==> config.mk <==
export PLATFORM = sky130hd
export DESIGN_NAME = ctl3w_port
export DESIGN_NICKNAME = d
export VERILOG_FILES = /design/src/rtl/ctl3w_pkg.sv /design/src/rtl/ctl3w_sync.sv /design/src/rtl/ctl3w_frame.sv /design/src/rtl/ctl3w_commit.sv /design/src/rtl/ctl3w_port.sv
export SDC_FILE = /design/constraint.sdc
export NUM_CORES = 1
export LEC_CHECK = 0
export ABC_CLOCK_PERIOD_IN_PS = 2950
export CORE_ASPECT_RATIO = 0.9
export CORE_MARGIN = 3
export CORE_UTILIZATION = 23
export DETAILED_ROUTE_END_ITERATION = 8
export HOLD_SLACK_MARGIN = 0.15
export PLACE_DENSITY_LB_ADDON = 0.1
export RECOVER_POWER = 100
export SKIP_CTS_REPAIR_TIMING = 1
export SLEW_MARGIN = 30
export SYNTH_ARGS = -nofsm -noshare
export SYNTH_HDL_FRONTEND = slang
export SYNTH_SLANG_ARGS = --single-unit
==> constraint.sdc <==
create_clock -name clk_i -period 2.95 [get_ports clk_i]
set_clock_uncertainty 0.05 [all_clocks]
set_input_delay 0.4425 -clock clk_i [delete_from_list [all_inputs] [get_ports clk_i]]
set_output_delay 0.4425 -clock clk_i [all_outputs]
set_load 0.02 [all_outputs]
==> src/rtl/ctl3w_pkg.sv <==
package ctl3w_pkg;
  localparam int unsigned WORD_W_DEF   = 12;
  localparam int unsigned CODE_W_DEF   = 8;
  localparam int unsigned MIN_CLKS_DEF = 3;
  localparam int unsigned SYNC_DEF     = 2;

  typedef enum logic {
    MODE_NORMAL = 1'b0,
    MODE_GROUND = 1'b1
  } out_mode_e;
endpackage

==> src/rtl/ctl3w_sync.sv <==
module ctl3w_sync #(
  parameter int unsigned STAGES = 2,
  parameter int unsigned WIDTH  = 1,
  parameter logic [WIDTH-1:0] RST_VAL = '0
) (
  input  logic             clk_i,
  input  logic             rst_ni,
  input  logic [WIDTH-1:0] d_i,
  output logic [WIDTH-1:0] q_o
);
  logic [WIDTH-1:0] stage_q [STAGES];

  for (genvar s = 0; s < STAGES; s++) begin : g_stage
    if (s == 0) begin : g_first
      always_ff @(posedge clk_i or negedge rst_ni)
        if (!rst_ni) stage_q[s] <= RST_VAL;
        else         stage_q[s] <= d_i;
    end else begin : g_next
      always_ff @(posedge clk_i or negedge rst_ni)
        if (!rst_ni) stage_q[s] <= RST_VAL;
        else         stage_q[s] <= stage_q[s-1];
    end
  end

  assign q_o = stage_q[STAGES-1];
endmodule

==> src/rtl/ctl3w_frame.sv <==
module ctl3w_frame #(
  parameter int unsigned WORD_W   = 12,
  parameter int unsigned MIN_CLKS = 3
) (
  input  logic              clk_i,
  input  logic              rst_ni,
  input  logic              sen_fall_i,
  input  logic              sen_rise_i,
  input  logic              sclk_rise_i,
  input  logic              sdi_i,
  output logic [WORD_W-1:0] word_o,
  output logic              commit_o
);
  localparam int unsigned CNT_W = $clog2(MIN_CLKS + 1);
  localparam logic [CNT_W-1:0] CNT_SAT = CNT_W'(MIN_CLKS);

  logic              active_q;
  logic [CNT_W-1:0]  cnt_q;
  logic [WORD_W-1:0] shift_q;

  always_ff @(posedge clk_i or negedge rst_ni) begin
    if (!rst_ni) begin
      active_q <= 1'b0;
      cnt_q    <= '0;
      shift_q  <= '0;
    end else if (sen_fall_i) begin
      active_q <= 1'b1;
      cnt_q    <= '0;
      shift_q  <= '0;
    end else if (sen_rise_i) begin
      active_q <= 1'b0;
    end else if (active_q && sclk_rise_i) begin
      shift_q <= {shift_q[WORD_W-2:0], sdi_i};
      // saturate: only "reached minimum" matters
      if (cnt_q != CNT_SAT) cnt_q <= cnt_q + 1'b1;
    end
  end

  assign word_o   = shift_q;
  assign commit_o = sen_rise_i && active_q && (cnt_q == CNT_SAT);

  AST_CNT_BOUND: assert property (@(posedge clk_i) disable iff (!rst_ni)
    cnt_q <= CNT_SAT);
  AST_CLEAR_ON_OPEN: assert property (@(posedge clk_i) disable iff (!rst_ni)
    sen_fall_i |=> (shift_q == '0 && cnt_q == '0));
endmodule

==> src/rtl/ctl3w_commit.sv <==
module ctl3w_commit
  import ctl3w_pkg::*;
#(
  parameter int unsigned WORD_W   = 12,
  parameter int unsigned CODE_W   = 8,
  parameter int unsigned LOAD_BIT = 10,
  parameter int unsigned MODE_BIT = 11
) (
  input  logic              clk_i,
  input  logic              rst_ni,
  input  logic              commit_i,
  input  logic [WORD_W-1:0] word_i,
  output logic [CODE_W-1:0] dac_code_o,
  output logic              dac_load_o,
  output out_mode_e         mode_o
);
  logic [CODE_W-1:0] code_q;
  logic              load_q;
  out_mode_e         mode_q;

  always_ff @(posedge clk_i or negedge rst_ni)
    if (!rst_ni)                          code_q <= '0;
    else if (commit_i && word_i[LOAD_BIT]) code_q <= word_i[CODE_W-1:0];

  always_ff @(posedge clk_i or negedge rst_ni)
    if (!rst_ni) load_q <= 1'b0;
    else         load_q <= commit_i && word_i[LOAD_BIT];

  always_ff @(posedge clk_i or negedge rst_ni)
    if (!rst_ni)       mode_q <= MODE_NORMAL;
    else if (commit_i) mode_q <= out_mode_e'(word_i[MODE_BIT]);

  assign dac_code_o = code_q;
  assign dac_load_o = load_q;
  assign mode_o     = mode_q;

  AST_CODE_NEEDS_LOAD: assert property (@(posedge clk_i) disable iff (!rst_ni)
    (code_q != $past(code_q)) |-> load_q);
  AST_LOAD_PULSE: assert property (@(posedge clk_i) disable iff (!rst_ni)
    load_q |=> !load_q);
  AST_HOLD_NO_COMMIT: assert property (@(posedge clk_i) disable iff (!rst_ni)
    !commit_i |=> ($stable(code_q) && $stable(mode_q)));
endmodule

==> src/rtl/ctl3w_port.sv <==
module ctl3w_port
  import ctl3w_pkg::*;
#(
  parameter int unsigned WORD_W      = WORD_W_DEF,
  parameter int unsigned CODE_W      = CODE_W_DEF,
  parameter int unsigned MIN_CLKS    = MIN_CLKS_DEF,
  parameter int unsigned SYNC_STAGES = SYNC_DEF
) (
  input  logic              clk_i,
  input  logic              rst_ni,
  input  logic              sen_ni,
  input  logic              sclk_i,
  input  logic              sdi_i,
  input  logic              glob_ctl_i,
  input  logic              mode_sw_i,
  output logic [CODE_W-1:0] dac_code_o,
  output logic              dac_load_o,
  output logic              gnd_force_o
);
  localparam int unsigned MODE_BIT = WORD_W - 1;
  localparam int unsigned LOAD_BIT = WORD_W - 2;

  logic       sen_s;
  logic [1:0] ser_s;
  logic       sen_d, sclk_d;
  logic       sen_fall, sen_rise, sclk_rise;
  logic [WORD_W-1:0] word;
  logic       commit;
  out_mode_e  prog_mode;

  ctl3w_sync #(.STAGES(SYNC_STAGES), .WIDTH(1), .RST_VAL(1'b1)) u_sync_sen (
    .clk_i, .rst_ni, .d_i(sen_ni), .q_o(sen_s)
  );
  ctl3w_sync #(.STAGES(SYNC_STAGES), .WIDTH(2), .RST_VAL(2'b00)) u_sync_ser (
    .clk_i, .rst_ni, .d_i({sclk_i, sdi_i}), .q_o(ser_s)
  );

  always_ff @(posedge clk_i or negedge rst_ni)
    if (!rst_ni) begin
      sen_d  <= 1'b1;
      sclk_d <= 1'b0;
    end else begin
      sen_d  <= sen_s;
      sclk_d <= ser_s[1];
    end

  assign sen_fall  = sen_d && !sen_s;
  assign sen_rise  = !sen_d && sen_s;
  assign sclk_rise = !sclk_d && ser_s[1];

  ctl3w_frame #(.WORD_W(WORD_W), .MIN_CLKS(MIN_CLKS)) u_frame (
    .clk_i, .rst_ni,
    .sen_fall_i(sen_fall), .sen_rise_i(sen_rise),
    .sclk_rise_i(sclk_rise), .sdi_i(ser_s[0]),
    .word_o(word), .commit_o(commit)
  );

  ctl3w_commit #(
    .WORD_W(WORD_W), .CODE_W(CODE_W), .LOAD_BIT(LOAD_BIT), .MODE_BIT(MODE_BIT)
  ) u_commit (
    .clk_i, .rst_ni, .commit_i(commit), .word_i(word),
    .dac_code_o, .dac_load_o, .mode_o(prog_mode)
  );

  // pin override is combinational: no clock needed to ground outputs
  always_comb begin
    if (glob_ctl_i) gnd_force_o = (prog_mode == MODE_GROUND);
    else            gnd_force_o = !mode_sw_i;
  end

  AST_PIN_GND: assert property (@(posedge clk_i) disable iff (!rst_ni)
    (!glob_ctl_i && !mode_sw_i) |-> gnd_force_o);
  AST_PIN_NORMAL: assert property (@(posedge clk_i) disable iff (!rst_ni)
    (!glob_ctl_i && mode_sw_i) |-> !gnd_force_o);
endmodule

==> results.yml, run 1 <==
placed_design:
  dpl_cell_area_um2: 1575
  dp_hpwl_mm: 1.493
  place_congestion: 0.7259
  io_buffer_count: 16
worst_hold_path:
  hp-class: "reg2reg"
  holdCritStartpoint: "u_sync_ser.stage_q[2]$_DFF_PN0_"
final_layout:
  layout.cells.most_common: "dfrtp_1"
  drive_above_1_share_pct: 21.74
  fin_nets: 125
  antennaDiodeCount: 0
  layout_common_cells: "dfrtp_1 (30), dlygate4sd3_1 (14), nor3b_1 (12)"
  design_area_um2: 1643
  syn_to_final_growth_pct: 20.79
critical_path:
  required_ns: 3.07
  r2r_start: "sen_d$_DFF_PN1_"
  critical_path_peak_fanout: 15
  crit_path_start_kind: "flop"
  worstSetupEndpointType: "flop"
  crit_start: "sen_d$_DFF_PN1_"
  critPathKind: "reg2reg"
  worstPathArrival_ns: 2.43
routing:
  drt-total-wl_mm: 2.370
  wl_per_cell_um: 13.02
  vias_per_cell: 4.308
  dr.pass1.iters: 4
  vias: 784
  drt_iter0_drc: 22
  drc: 0
  ant_nets: 0
logic_synthesis:
  synth_compound_area_share_pct: 9.108
  synth_xor_xnor_area_share_pct: 0
  synth_seq_cells: 33
  yosysUniqueCellTypes: 24
  synthAdderAreaFrac_pct: 3.680
  netlist_area_um2: 1360
  yosysWarnings: 0
  synth.area.mux_share_pct: 8.280
  syn_inst: 93
  synth_top_family_by_area: "simple AND/OR/NAND/NOR gates"
  yosys-top-cells-area: "dfrtp_1 (55%), mux2_2 (8.3%), nor3b_1 (6.6%), dfstp_2 (5.8%), a21o_1 (4.4%)"
  seq_area_frac_synth_pct: 60.99
  synthSimpleGateAreaFrac_pct: 14.44
  synth.largest_area_cell: "dfrtp_1"
  synth.top_cell.area_share_pct: 55.20
  synth_fp_nets: 104
  avgSynthCellArea_um2: 14.62
cts:
  path_clk_slew_ns: 0.07
  htreeDepth: 2
  numCtsBuffers: 5
  cts_tree: "done"
  clk_latency_ns: 0.28
  cts_root_buffer: "clkbuf_8"
  cts_buffer_depth: 2
  numClockSinks: 33
global_route:
  grt_first_pass_wirelength_mm: 4.105
  antenna_found_initial: 0
  overflow: 0
  grt_util_all_layers_pct: 7.976
  grt_busiest_layer: "met2"
  grt_max_degree: 34
  grtUsageMet2_pct: 11.53
  grt_pass1_vias: 836
  grt_util_met1_pct: 10.30
  use_met3_pct: 3.216
die:
  dieHeight_um: 78.95
  core_area_um2: 5474
  die_w_um: 87.06
  start_util_pct: 24.85
  rows: 25
  die_area_um2: 6873
  num_io_pins: 17
sta:
  finalMaxSlewViolations: 0
  slew_headroom_pct: 53.41
  fin_crit_ns: 2.310
  setup_viol: 0
  finalSetupTns_ns: 0
  rsz0062_at_grt: "no"
  max_freq_mhz: 432.9
  tightest_slew_ns: 0.6948
  fin_crit_sh_pct: 78.31
  final-hold-violation-count: 0
pwr:
  leakage_nw: 0.8590
  power_density_nw_per_um2: 564.1
  vdd_drop_max_mv: 0.2076
job:
  drv_cap: 0
outcome:
  status: "completed"
worst max-delay path: stages (launching register included):
cell,delay (ns)
dfstp_1,0.55
inv_1,0.05
ha_1,0.22
nand4bb_1,0.65
and2_4,0.45
a21o_2,0.23
metal layers:
layer,routed length [µm],vias to the layer above
met4,23,0
met3,129,2
met1,1155,396
met5,0,-
met2,1061,16
li1,-,370
cell type report:
| type | count | area, µm² |
|---|---|---|
| fillers | 554 | 3831 |
| flip-flops and latches | 33 | 829.5 |
| multi-input cells | 54 | 460.4 |
| repair buffers | 17 | 167.7 |
| clock buffers | 8 | 90.09 |
| well taps | 67 | 83.83 |
| inverters | 3 | 11.26 |
flip-flops by register name, summed over array words and instances, names as in the netlist, 2 cells and up:
name                 cells
u_sync_ser.stage_q       2
u_frame.cnt_q            2
u_commit.dac_code_o      8
u_sync_ser.q_o           2
u_frame.word_o          12
Yosys cell counts, drive strengths merged:
cell,n
dfrtp,30
and2,1
inv,3
mux2,10
nand4,1
nand3b,1
clkbuf,1
nor2,1
buf,2
a21o,12
dfstp,3
or3,1
and3b,1
nand2,2
nand2b,1
o211ai,1
nand3,2
nand4bb,1
o21ai,2
ha,4
a31oi,1
nor3b,12
final timing paths:
kind / cells after the start / slack [ns] / endpoint
worst max-delay path: 5 / 0.64 / u_frame.word_o[0]$_DFFE_PN0P_
worst min-delay path: 0 / 0.30 / u_sync_ser.q_o[0]$_DFF_PN0_
worst max register to register: 5 / 0.64 / u_frame.word_o[0]$_DFFE_PN0P_
worst min register to register: 0 / 0.30 / u_sync_ser.q_o[0]$_DFF_PN0_
max in group asynchronous: 2 / 1.92 / u_sync_sen.stage_q[1]$_DFF_PN1_
min in group asynchronous: 2 / 0.59 / u_commit.dac_code_o[3]$_DFFE_PN0P_
report_power, final:
part           leakage [nW]  total (W)  internal, W  switching, W
sequential            0.434   0.000493     0.000475     0.0000177
combinational         0.380  0.0000897    0.0000403     0.0000494
clock                0.0455   0.000344     0.000190      0.000154
total                 0.859   0.000927     0.000706      0.000221
cell families (layout without fill, tap and decap cells):
family / count (synthesis) / count (layout)
buffers and inverters: 6 / 28
adder cells (fa/ha/maj): 4 / 4
AND/OR/NAND/NOR: 24 / 24
flip-flops: 33 / 33
multiplexers: 10 / 10
AO/OA/AOI/OAI: 16 / 16
through the flow:
step           std cells  power [W]  setup slack (ns)  utilization [%]  hold WS (ns)
3_5_place_dp         174  0.0005973            0.7910            28.78        0.2872
4_1_cts              182  0.0009515            0.7907            30.42        0.3039
6_report             182  0.0009268            0.6398            30.01        0.3027
2_1_floorplan         93  0.0005643             1.321                -       0.09691
5_1_grt              182  0.0009866            0.4689            30.01        0.3167
3_3_place_gp         174  0.0005916            0.8116            28.78        0.2825
(Power assumes the default switching activity.)
==> run 2, diff against run 1 <==
- ABC_CLOCK_PERIOD_IN_PS: 2950 -> 2300
- clock period: 2.95 -> 2.3 ns (I/O delays scaled with it)
==> run 2 against run 1 <==
Compared with the run above: final cell count up 0.55%; die area stayed put; cell area grew 0.61%; sequential share of layout area shrank 0.31 points; combinational power grew 28%; global-route usage down 0.11 points; highest routed layer unchanged.
==> results.yml, run 2 (synthesis gave the netlist of run 1 again) <==
sta:
  final-hold-violation-count: 0
  max_freq_mhz: 498.6
  tightest_slew_ns: 0.8156
  hold-worst-slack_ns: 0.3035
  finalMaxSlewViolations: 0
  finalSetupTns_ns: 0
  rsz0062_at_grt: "no"
  setup_viol: 0
  slew_headroom_pct: 45.62
  fin_crit_ns: 2.006
  fin_crit_sh_pct: 87.20
final_layout:
  fin_util_pct: 30.19
  largest_reg_flops: 12
  drive_above_1_share_pct: 23.28
  antennaDiodeCount: 0
  layout.cells.most_common: "dfrtp_1"
  syn_to_final_growth_pct: 21.53
  layout_common_cells: "dfrtp_1 (30), dlygate4sd3_1 (14), nor3b_1 (12)"
  fin_nets: 126
die:
  rows: 25
  die_area_um2: 6873
  dieHeight_um: 78.95
  die_w_um: 87.06
  num_io_pins: 17
  core_area_um2: 5474
  start_util_pct: 24.85
pwr:
  p_comb_share_pct: 9.9
  vdd_drop_max_mv: 0.3136
  power_density_nw_per_um2: 698.9
  clkPwrFrac_pct: 35.2
  p_int_w: 0.0008712
  leakage_nw: 0.8617
  p_seq_share_pct: 54.8
  swShare_pct: 24.57
  power.switching_w: 0.0002839
critical_path:
  slowest_stage: "dlygate4sd3_1"
  worstPathArrival_ns: 1.61
  crit_path_start_kind: "input pin"
  worstSetupEndpointType: "output pin"
  crit_path_max_incr_delay_ns: 0.69
  r2r_cells: 3
  critPathKind: "in2out"
  crit_start: "glob_ctl_i"
  critical_path_peak_fanout: 2
  r2r_start: "u_sync_sen.q_o$_DFF_PN1_"
  required_ns: 1.90
  crit_chain: "clkdlybuf4s50_1 -> nand2_1 -> o21ai_0 -> dlygate4sd3_1"
cts:
  path_clk_slew_ns: 0.07
  numClockSinks: 33
  htreeDepth: 2
  cts_buffer_depth: 2
  clk_latency_ns: 0.27
  cts_root_buffer: "clkbuf_8"
  numCtsBuffers: 5
  cts_tree: "done"
worst_hold_path:
  holdCritStartpoint: "u_sync_ser.stage_q[2]$_DFF_PN0_"
  hold_depth: 0
  hp-class: "reg2reg"
routing:
  dr.pass1.iters: 4
  vias_per_cell: 4.328
  wl_per_cell_um: 12.60
  ant_nets: 0
  drc: 0
  drt_iter0_drc: 19
  vias: 792
  drt-total-wl_mm: 2.305
global_route:
  overflow: 0
  grt_first_pass_wirelength_mm: 4.119
  grt_max_degree: 34
  grt_util_all_layers_pct: 7.870
  antenna_found_initial: 0
  grt_pass1_vias: 862
placed_design:
  io_buffer_count: 16
  dp_hpwl_mm: 1.493
  place_congestion: 0.7363
outcome:
  status: "completed"
job:
  drv_cap: 0
run 2: cell type report:
| type | count | area (µm²) |
|---|---|---|
| Sequential cell | 33 | 829.5 |
| Clock buffer | 6 | 72.57 |
| Tap cell | 67 | 83.83 |
| Clock inverter | 2 | 10.01 |
| Timing Repair Buffer | 18 | 168.9 |
| Fill cell | 554 | 3821 |
| Multi-Input combinational cell | 54 | 476.7 |
| Inverter | 3 | 11.26 |
run 2: final timing paths:
check / to / slack, ns
hold / removal: u_sync_ser.q_o[0]$_DFF_PN0_ / 0.30
min in group asynchronous: u_commit.dac_code_o[1]$_DFFE_PN0P_ / 0.64
hold reg to reg: u_sync_ser.q_o[0]$_DFF_PN0_ / 0.30
setup / recovery: gnd_force_o / 0.29
setup reg to reg: u_commit.dac_code_o[6]$_DFFE_PN0P_ / 0.42
max in group asynchronous: sclk_d$_DFF_PN0_ / 1.05
run 2: power by group through the flow:
stage | Clock [W] | Combinational, W | Sequential [W]
final | 0.000407 | 0.000115 | 0.000633
after global routing | 0.000466 | 0.000134 | 0.000634
after CTS | 0.000432 | 0.000123 | 0.000633
after detailed placement | 0 | 0.000122 | 0.000644
after global placement | 0 | 0.000117 | 0.000642
after floorplan | 0 | 0.0000858 | 0.000638
run 2: metal layers:
layer	GRT usage [%]	wire length (µm)	vias to the layer above
li1	-	-	377
met1	10.05	1096	399
met2	11.46	1067	14
met3	3.216	117	2
met4	3.738	23	0
met5	0	0	-
run 2: critical path, delay by kind of cell:
kind	cells	cell delay, ns
AO/OA/AOI/OAI	1	0.05
AND/OR/NAND/NOR	1	0.05
buffers and inverters	2	1.16
run 2: per-stage QoR:
step / worst slack, ns / instances / cell area [µm²] / total power [W]
2_1_floorplan: 0.6715 / 93 / 1360 / 0.0007237
3_3_place_gp: 0.3588 / 175 / 1583 / 0.0007594
3_5_place_dp: 0.3363 / 175 / 1583 / 0.0007659
4_1_cts: 0.3418 / 183 / 1665 / 0.001188
5_1_grt: 0.2385 / 183 / 1653 / 0.001233
6_report: 0.2944 / 183 / 1653 / 0.001155
==> run 3, diff against run 2 <==
- ABC_AREA: not set -> 1
- CORE_UTILIZATION: 23 -> 30
- RECOVER_POWER: 100 -> not set
==> run 3 against run 2 <==
Compared with the run above: maximum frequency up 1.8%; via count up 11%; synthesized cell count up 41%; flip-flop and latch count unchanged; non-clock buffer count unchanged; sequential power up 5.5%; critical endpoint unchanged.
==> results.yml, run 3 <==
final_layout:
  syn_to_final_growth_pct: 22.72
  largest_reg_flops: 12
  antennaDiodeCount: 0
  drive_above_1_share_pct: 18.42
  n_fill_cell: 432
  layout_common_cells: "nand2_1 (48), dfrtp_1 (30), clkdlybuf4s50_1 (16)"
  layout.cells.most_common: "nand2_1"
  fin_util_pct: 39.41
  fin_nets: 163
outcome:
  status: "completed"
pwr:
  power_w: 0.001239
  power_density_nw_per_um2: 751.3
  vdd_drop_max_mv: 0.2536
  leakage_nw: 0.7721
logic_synthesis:
  synthArstFlopShare_pct: 100.0
  synth.top_cell.area_share_pct: 55.87
  syn_inst: 131
  yosys_most_used_dff: "dfrtp_1"
  avgSynthCellArea_um2: 10.26
  synth.largest_area_cell: "dfrtp_1"
  netlist_area_um2: 1344
  synth_commonest_cells: "nand2_1 (48), dfrtp_1 (30), o21ai_2 (12)"
  synth_seq_cells: 33
  seq_area_frac_synth_pct: 61.73
  yosysUniqueCellTypes: 17
  synth_edf_count: 0
  synth.most_common_cell: "nand2_1"
  yosysWarnings: 0
  synth_fp_nets: 142
  yosys-top-cells-area: "dfrtp_1 (56%), nand2_1 (13%), o21ai_2 (7.8%), dfstp_2 (5.9%), o21ai_0 (4.1%)"
placed_design:
  io_buffer_count: 16
  place_ws_ns: 0.3168
  dp_hpwl_mm: 1.581
  place_congestion: 0.6883
cts:
  cts_tree: "done"
  cts_buffer_depth: 2
  numClockSinks: 33
  htreeDepth: 2
  clk_latency_ns: 0.28
  path_clk_slew_ns: 0.06
  cts_root_buffer: "clkbuf_8"
  numCtsBuffers: 5
routing:
  wl_per_cell_um: 10.68
  drt_iter0_drc: 57
  drc: 0
  ant_nets: 0
  vias: 876
  dr.pass1.iters: 3
  drt-total-wl_mm: 2.265
  vias_per_cell: 4.132
global_route:
  antenna_found_initial: 0
  grt_util_all_layers_pct: 10.29
  grt_first_pass_wirelength_mm: 4.195
  overflow: 0
  grt_pass1_vias: 900
  grt_max_degree: 34
sta:
  fin_crit_ns: 1.970
  slew_headroom_pct: 72.54
  finalMaxSlewViolations: 0
  worst_slack_ns: 0.3298
  max_freq_mhz: 507.6
  rsz0062_at_grt: "no"
  setup_viol: 0
  tightest_slew_ns: 0.4119
  hold-worst-slack_ns: 0.3015
  fin_crit_sh_pct: 85.66
  finalSetupTns_ns: 0
  final-hold-violation-count: 0
die:
  die_area_um2: 5319
  dieHeight_um: 69.49
  core_area_um2: 4184
  num_io_pins: 17
  start_util_pct: 32.12
  die_w_um: 76.55
  rows: 22
job:
  drv_cap: 0
critical_path:
  critPathKind: "in2out"
  worstSetupEndpointType: "output pin"
  required_ns: 1.90
  worstPathArrival_ns: 1.58
  crit_path_start_kind: "input pin"
  critical_path_peak_fanout: 2
worst_hold_path:
  hp-class: "reg2reg"
## run 3: changes by cell type after synthesis, sizes merged, moves of 2 or more
| cell | change |
|---|---|
| nand2 | +48 |
| o21ai | +21 |
| a21o | -12 |
| nor3b | -12 |
| mux2 | -10 |
| inv | +6 |
| nor2 | +2 |
## run 3: cell families after synthesis
kind of cell | count (synthesis) | synth area share, %
buffers and inverters | 13 | 4.842
adders and majority gates | 4 | 3.725
and+or+nand+nor | 58 | 17.78
DFF | 33 | 61.73
AOI/OAI and AO/OA | 23 | 11.92
## run 3: area by class of cell
class                      count  area [µm²]  area share (%)
sequential                    33       829.5           50.30
multi-input combinational     85       449.2           27.24
inverter                       9       33.78           2.049
tap                           60       75.07           4.552
clock buffer                   7       86.33           5.235
timing repair buffer          18       175.2           10.62
## run 3: routing by layer
layer  track usage [%]  wire, µm
met1             12.54      1142
met2             15.12       938
met3             4.416       129
met4             6.036        55
met5                 0         0
## run 3: final timing paths
path                                            startpoint                             to  slack (ns)  cells after the start
max reg2reg                       u_sync_sen.q_o$_DFF_PN1_  u_frame.word_o[3]$_DFFE_PN0P_        0.59                      7
min in group asynchronous                           rst_ni   u_frame.active_q$_DFFE_PN0P_        0.41                      2
min                        u_sync_ser.stage_q[2]$_DFF_PN0_    u_sync_ser.q_o[0]$_DFF_PN0_        0.30                      0
max in group asynchronous                           rst_ni                sen_d$_DFF_PN1_        1.47                      2
min reg2reg                u_sync_ser.stage_q[2]$_DFF_PN0_    u_sync_ser.q_o[0]$_DFF_PN0_        0.30                      0
max                                             glob_ctl_i                    gnd_force_o        0.33                      4
## run 3: worst max-delay path: stages
cell	delay, ns
clkdlybuf4s50_1	0.47
nand2_1	0.05
o21ai_0	0.07
clkdlybuf4s50_1	0.63
## run 3: per-stage QoR
| step | area [µm²] | instances |
|---|---|---|
| detailed placement | 1563 | 205 |
| floorplan | 1344 | 131 |
| CTS | 1649 | 212 |
| global route | 1649 | 212 |
| global placement | 1563 | 205 |
| finish | 1649 | 212 |
## run 3: power breakdown
group | total [W] | switching, W | internal [W]
Sequential | 0.000668 | 0.0000357 | 0.000632
Combinational | 0.000142 | 0.0000846 | 0.0000578
Clock | 0.000429 | 0.000192 | 0.000237
